==> config.mk <==
export PLATFORM = sky130hd
export DESIGN_NAME = shifter_carry_unit
export DESIGN_NICKNAME = d
export VERILOG_FILES = /design/src/rtl/shf_pkg.sv /design/src/rtl/shf_amount_decode.sv /design/src/rtl/shf_rotator.sv /design/src/rtl/shf_core.sv /design/src/rtl/shf_flags.sv /design/src/rtl/shifter_carry_unit.sv
export SDC_FILE = /design/constraint.sdc
export NUM_CORES = 1
export LEC_CHECK = 0
export ABC_AREA = 0
export BUFFER_PORTS_ARGS = -buffer_cell sky130_fd_sc_hd__buf_4
export CORE_MARGIN = 2
export CORE_UTILIZATION = 57
export DETAILED_ROUTE_END_ITERATION = 8
export PLACE_DENSITY_LB_ADDON = 0.25
export SLEW_MARGIN = 20
export SYNTH_ARGS = -nofsm -noshare
export SYNTH_HDL_FRONTEND = slang
export SYNTH_HIERARCHICAL = 1
export SYNTH_SLANG_ARGS = --single-unit
==> constraint.sdc <==
create_clock -name vclk -period 7.55
set_input_delay 1.51 -clock vclk [all_inputs]
set_output_delay 1.51 -clock vclk [all_outputs]
set_load 0.03 [all_outputs]
==> src/rtl/shf_pkg.sv <==
// Package: shared operation encoding and default widths for the shifter.
// Assumes the data width is a power of two so rotation wraps cleanly.
package shf_pkg;
    localparam int unsigned DATA_W    = 32;
    localparam int unsigned IMM_AMT_W = 5;
    localparam int unsigned REG_AMT_W = 8;

    typedef enum logic [1:0] {
        OP_SHL  = 2'd0,
        OP_SHR  = 2'd1,
        OP_SAR  = 2'd2,
        OP_ROTR = 2'd3
    } shift_op_e;
endpackage

==> src/rtl/shf_amount_decode.sv <==
// Amount decoder: picks the amount source and classifies the amount into
// no-change, in-range, exactly-width and beyond-width cases.
// Assumes REG_AMT_W > IMM_AMT_W and that DATA_W fits in REG_AMT_W bits.
module shf_amount_decode
    import shf_pkg::*;
#(
    parameter int unsigned W     = DATA_W,
    parameter int unsigned IMM_W = IMM_AMT_W,
    parameter int unsigned REG_W = REG_AMT_W
) (
    input  shift_op_e             op,
    input  logic                  use_reg,
    input  logic [IMM_W-1:0]      imm_amt,
    input  logic [REG_W-1:0]      reg_amt,
    output logic                  no_change,
    output logic                  beyond,
    output logic                  exact,
    output logic [$clog2(W)-1:0]  low_amt
);
    localparam int unsigned AW = $clog2(W);
    localparam logic [REG_W:0] WIDTH_AMT = (REG_W+1)'(W);

    logic [REG_W-1:0] amt_raw;
    logic             amt_zero;
    logic             is_rot;

    // Select the active amount source, zero-extending the immediate field.
    always_comb begin
        amt_raw = use_reg ? reg_amt : {{(REG_W-IMM_W){1'b0}}, imm_amt};
        amt_zero = (amt_raw == '0);
        is_rot   = (op == OP_ROTR);
        low_amt  = amt_raw[AW-1:0];
    end

    // Classify the amount into the cases that carry distinct rules.
    always_comb begin
        no_change = 1'b0;
        beyond    = 1'b0;
        exact     = 1'b0;
        if (use_reg) begin
            no_change = amt_zero;
            if (!is_rot) begin
                beyond = ({1'b0, amt_raw} >= WIDTH_AMT);
                exact  = ({1'b0, amt_raw} == WIDTH_AMT);
            end
        end else if (amt_zero) begin
            // Immediate zero: plain move for left and rotate, full width for right shifts.
            if (op == OP_SHL || is_rot) begin
                no_change = 1'b1;
            end else begin
                beyond = 1'b1;
                exact  = 1'b1;
            end
        end
    end

    // Decoded cases must be mutually consistent.
    always_comb begin
        if (no_change) begin
            p_nochange_not_beyond_r11: assert (!beyond && !exact)
                else $error("no-change amount also marked beyond width");
        end
        if (exact) begin
            p_exact_is_beyond_r6: assert (beyond)
                else $error("exact-width amount not marked beyond");
        end
    end
endmodule

==> src/rtl/shf_rotator.sv <==
// Logarithmic right rotator: one 2:1 stage per amount bit.
// Assumes W is a power of two; amount is taken modulo W.
module shf_rotator #(
    parameter int unsigned W  = 32,
    parameter int unsigned AW = $clog2(W)
) (
    input  logic [W-1:0]  din,
    input  logic [AW-1:0] amt,
    output logic [W-1:0]  dout
);
    logic [W-1:0] stage [0:AW];

    assign stage[0] = din;

    // Each stage rotates right by 2**k when amount bit k is set.
    for (genvar k = 0; k < AW; k++) begin : g_stage
        localparam int unsigned STEP = 1 << k;
        assign stage[k+1] = amt[k]
            ? {stage[k][STEP-1:0], stage[k][W-1:STEP]}
            : stage[k];
    end

    assign dout = stage[AW];

    // Rotation keeps the number of set bits.
    always_comb begin
        p_rotate_keeps_ones_r9: assert ($countones(dout) == $countones(din))
            else $error("rotator changed population count");
    end
endmodule

==> src/rtl/shf_core.sv <==
// Shift core: reuses one right rotator for all four operations. Left shifts
// rotate by the negated amount; masks clear or sign-fill the wrapped bits.
// The last bit shifted out lands at bit W-1 (right) or bit 0 (left).
module shf_core
    import shf_pkg::*;
#(
    parameter int unsigned W = DATA_W
) (
    input  shift_op_e             op,
    input  logic [W-1:0]          operand,
    input  logic [$clog2(W)-1:0]  low_amt,
    input  logic                  no_change,
    input  logic                  beyond,
    input  logic                  exact,
    input  logic                  carry_in,
    output logic [W-1:0]          result,
    output logic                  carry_out,
    output logic                  carry_upd
);
    localparam int unsigned AW = $clog2(W);
    localparam logic [W-1:0] ALL_ONES = '1;

    logic [AW-1:0] rot_amt;
    logic [W-1:0]  rotated;
    logic [W-1:0]  mask_right;
    logic [W-1:0]  mask_left;
    logic          sign;
    logic          is_left;

    // Left shift by n equals right rotate by W-n, which is -n modulo W.
    always_comb begin
        is_left = (op == OP_SHL);
        rot_amt = is_left ? (AW'(0) - low_amt) : low_amt;
        sign    = operand[W-1];
    end

    shf_rotator #(.W(W), .AW(AW)) u_rot (
        .din  (operand),
        .amt  (rot_amt),
        .dout (rotated)
    );

    // Masks that keep only bits that did not wrap around.
    always_comb begin
        mask_right = ALL_ONES >> low_amt;
        mask_left  = ALL_ONES << low_amt;
    end

    // Final result and carry per operation and amount class.
    always_comb begin
        result    = operand;
        carry_out = carry_in;
        carry_upd = 1'b0;
        if (!no_change) begin
            carry_upd = 1'b1;
            unique case (op)
                OP_SHL: begin
                    if (beyond) begin
                        result    = '0;
                        carry_out = exact & operand[0];
                    end else begin
                        result    = rotated & mask_left;
                        carry_out = rotated[0];
                    end
                end
                OP_SHR: begin
                    if (beyond) begin
                        result    = '0;
                        carry_out = exact & sign;
                    end else begin
                        result    = rotated & mask_right;
                        carry_out = rotated[W-1];
                    end
                end
                OP_SAR: begin
                    if (beyond) begin
                        result    = {W{sign}};
                        carry_out = sign;
                    end else begin
                        result    = (rotated & mask_right) | ({W{sign}} & ~mask_right);
                        carry_out = rotated[W-1];
                    end
                end
                default: begin
                    // Rotate: zero low bits give rotated == operand, carry = bit W-1.
                    result    = rotated;
                    carry_out = rotated[W-1];
                end
            endcase
        end
    end

    // Output invariants per operation.
    always_comb begin
        if (carry_upd && op == OP_SHR) begin
            p_shr_msb_clear_r1: assert (result[W-1] == 1'b0)
                else $error("logical right shift left bit W-1 set");
        end
        if (carry_upd && op == OP_SAR) begin
            p_sar_keeps_sign_r8: assert (result[W-1] == operand[W-1])
                else $error("arithmetic shift changed the sign bit");
        end
        if (beyond && (op == OP_SHL || op == OP_SHR)) begin
            p_wide_logical_zero_r6: assert (result == '0)
                else $error("logical shift by width or more not zero");
        end
    end
endmodule

==> src/rtl/shf_flags.sv <==
// Result flags: zero and negative indications derived from the shifted value.
module shf_flags #(
    parameter int unsigned W = 32
) (
    input  logic [W-1:0] value,
    output logic         is_zero,
    output logic         is_neg
);
    // Reduce the value to its zero and sign indications.
    always_comb begin
        is_zero = (value == '0);
        is_neg  = value[W-1];
    end
endmodule

==> src/rtl/shifter_carry_unit.sv <==
// Top: combinational 32-bit shifter with carry-out, carry-update strobe and
// zero/negative flags. No clock or reset: the caller registers results.
// Assumes op_i is one of the four codes in shf_pkg::shift_op_e.
module shifter_carry_unit
    import shf_pkg::*;
#(
    parameter int unsigned W     = DATA_W,
    parameter int unsigned IMM_W = IMM_AMT_W,
    parameter int unsigned REG_W = REG_AMT_W
) (
    input  logic [1:0]       op_i,
    input  logic             amt_from_reg_i,
    input  logic [IMM_W-1:0] imm_amt_i,
    input  logic [W-1:0]     reg_amt_i,
    input  logic [W-1:0]     operand_i,
    input  logic             carry_i,
    output logic [W-1:0]     result_o,
    output logic             carry_o,
    output logic             carry_update_o,
    output logic             zero_o,
    output logic             neg_o
);
    localparam int unsigned AW = $clog2(W);

    shift_op_e     op;
    logic          no_change;
    logic          beyond;
    logic          exact;
    logic [AW-1:0] low_amt;
    logic          upper_amt_unused;

    // Cast the raw code and mark the ignored register bits as unused.
    always_comb begin
        op               = shift_op_e'(op_i);
        upper_amt_unused = ^reg_amt_i[W-1:REG_W];
    end

    shf_amount_decode #(.W(W), .IMM_W(IMM_W), .REG_W(REG_W)) u_dec (
        .op        (op),
        .use_reg   (amt_from_reg_i),
        .imm_amt   (imm_amt_i),
        .reg_amt   (reg_amt_i[REG_W-1:0]),
        .no_change (no_change),
        .beyond    (beyond),
        .exact     (exact),
        .low_amt   (low_amt)
    );

    shf_core #(.W(W)) u_core (
        .op        (op),
        .operand   (operand_i),
        .low_amt   (low_amt),
        .no_change (no_change),
        .beyond    (beyond),
        .exact     (exact),
        .carry_in  (carry_i),
        .result    (result_o),
        .carry_out (carry_o),
        .carry_upd (carry_update_o)
    );

    shf_flags #(.W(W)) u_flags (
        .value   (result_o),
        .is_zero (zero_o),
        .is_neg  (neg_o)
    );

    // Port-level checks: held carry and unchanged value.
    always_comb begin
        if (!carry_update_o) begin
            p_carry_held_r11: assert (carry_o == carry_i)
                else $error("carry changed while update strobe low");
            p_value_held_r5: assert (result_o == operand_i)
                else $error("value changed while update strobe low");
        end
        if (amt_from_reg_i && reg_amt_i[REG_W-1:0] == '0) begin
            p_reg_zero_no_update_r5: assert (!carry_update_o)
                else $error("register amount zero raised update strobe");
        end
    end
endmodule

==> results.yml <==
outcome:
  outcome: "finished clean"
yosys:
  synth_cell_types: 62
  ys_seq_area_frac: 0
  synth.cell_area_um2: 4010
  syn_avg_cell_area_um2: 8.84
  syn_nets: 533
  ys.warnings.count: 6
  synthAdderAreaFrac: 0.0212
  synthMuxAreaShare: 0.484
  synth_compound_area_frac: 0.254
  synth_top_family_by_area: "multiplexers"
  synth-simple-area-share: 0.145
  synth_cells: 454
  synth_xor_area_frac: 0.00437
floorplanning:
  dieArea_um2: 7720
  die_h_um: 87.9
  io_pins: 109
  core_um2: 6790
  dieWidth_um: 87.9
  rows: 30
  start_util: 0.590
drt:
  drt-total-wl_mm: 15.4
  vias_per_cell: 7.55
  vias: 4495
  firstDrtPassIters: 6
  first_iter_violations: 537
  route.detailed.drc: 0
  ant_nets: 0
  post_drt_wl_per_cell_um: 25.9
final_layout:
  final_area_um2: 4620
  drive_gt1_frac: 0.457
  antenna_cells: 0
  fin_nets: 580
  nClkBuffers: 0
  seq_cells: 0
  area_growth_pct: 15.3
  fin_util: 0.680
  regArea_um2: 0
timing:
  tightestPinTransition_ps: 1080
  hold_viol_final: 0
  setup_violations: 0
  fin_crit_sh: 0.980
  max_freq_mhz: 135
  fin_crit_ps: 7400
  rsz0062_at_grt: "no"
  maxSlewViolCount: 0
  fin_tns_setup_ps: 0
  relSlewSlack: 0.279
place:
  dpl_cell_area_um2: 4620
  portBuffers: 85
  place.gp.congestion: 1.02
  dp_hpwl_mm: 12.1
grt:
  met1_usage: 0.570
  track_usage: 0.393
  grt_overflow: 0
  grt_max_degree: 41
  busiest_layer: "met2"
  grt_pass1_wl_mm: 22.6
  antenna_found_initial: 0
  grtUsageMet3: 0.0971
  met2_usage: 0.592
  grt_pass1_vias: 4014
cts:
  hold_buffers: 0
job:
  maxCapViolations: 0
worst_setup_path:
  critPathArrivalTime_ps: 5890
  startpoint: "amt_from_reg_i"
  crit_path_max_fanout: 29
  worst_setup_path_end_kind: "primary output"
  path_class: "primary input to primary output"
  cp-start-kind: "primary input"
  critPathRequiredTime_ps: 6040
min_path:
  hold_class: "primary input to primary output"
  hp-start: "carry_i"
power:
  power.static_leakage_nw: 1.68
  p_per_area_nw_per_um2: 168
  vdd_drop_max_mv: 0.115
  p_total_mw: 0.776
[layout make-up]
cell class	count	area, µm²
fillers	570	2170
inverters	9	33.8
multi-input cells	389	3680
well taps	96	120
repair buffers	101	787
[cell usage after synthesis (all sizes together), types with 2 or more instances]
cell type  count  area, µm²
a2111oi        3       38.8
a211oi         7       52.6
a21boi         4       30.0
a21oi         28        140
a221o          2       20.0
a221oi         3       26.3
a22oi          7       52.6
a2bb2oi        6       52.6
a311oi         5       43.8
a31o           2       17.5
a31oi          4       25.0
a32oi          2       17.5
a41oi          2       17.5
buf           32        244
clkbuf        24       91.3
ha             6       75.1
inv            8       30.0
mux2          44        495
mux4          64       1450
nand2         41        154
nand2b         6       37.5
nand3          3       15.0
nand4          2       12.5
nor2          26       97.6
nor2b          8       50.1
nor3          11       60.1
nor3b          2       20.0
nor4           9       62.6
o211ai         8       60.1
o21a           3       22.5
o21ai         48        244
o21bai         4       30.0
o221ai         2       17.5
o22ai          9       56.3
o311ai         2       17.5
or2            6       37.5
xnor2          2       17.5
[cells in the final DEF (no fill, tap or decap), types with 7 or more instances in the layout]
cell type / n
mux4_2: 63
nor4_1: 8
o21ai_0: 42
inv_1: 7
a211oi_1: 7
a22oi_1: 7
nor3_1: 10
nor2b_1: 8
mux2_2: 44
o22ai_1: 9
nor2_1: 25
nand2_1: 41
o211ai_1: 8
buf_4: 98
a21oi_1: 27
[report_power, final]
group / internal, mW / switching, mW / leakage (nW)
clock network: 0 / 0 / 0
registers: 0 / 0 / 0
logic: 0.338 / 0.438 / 1.68
[kinds of logic (layout without fill, tap and decap cells)]
group | count (synthesis) | count (layout)
AND/OR/NAND/NOR | 117 | 117
AO/OA/AOI/OAI | 155 | 155
XOR/XNOR | 2 | 2
multiplexers | 108 | 108
buffers and inverters | 65 | 110
adder cells (fa/ha/maj) | 7 | 7
[layer usage]
metal	part of all wire	vias to the layer above
met3	0.15	51
met4	0.035	0
met2	0.44	405
li1	-	1935
met5	0	-
met1	0.38	2104
[metrics by stage]
stage	std cells	setup slack, ps	hold slack [ps]
global placement	595	252	3380
floorplan	454	165	3240
global route	595	32.2	3400
finish	595	150	3390
CTS	595	163	3390
detailed placement	595	202	3390
[critical path, stage by stage]
cell and delay [ps]:
buf_4 150, mux2_2 380, or2_2 330, o21ai_1 200, xnor2_2 250, buf_12 260, mux4_2 400, mux4_2 530
mux2_2 290, nor2b_1 160, nand3_1 110, o311ai_0 130, a221o_1 340, nor4_1 300, buf_4 180, nand4_1 90
nor2_1 100, buf_4 160
[what timing repair did]
item,in CTS,in global routing
setup endpoints to repair,0,1
resized for setup,0,3
setup buffers,0,0
[worst paths after layout]
kind              endpoint  slack (ps)  depth (start not counted)
hold / removal     carry_o        3390                          4
setup / recovery    zero_o         150                         18
Note: power is estimated with default switching activity, not from simulation.
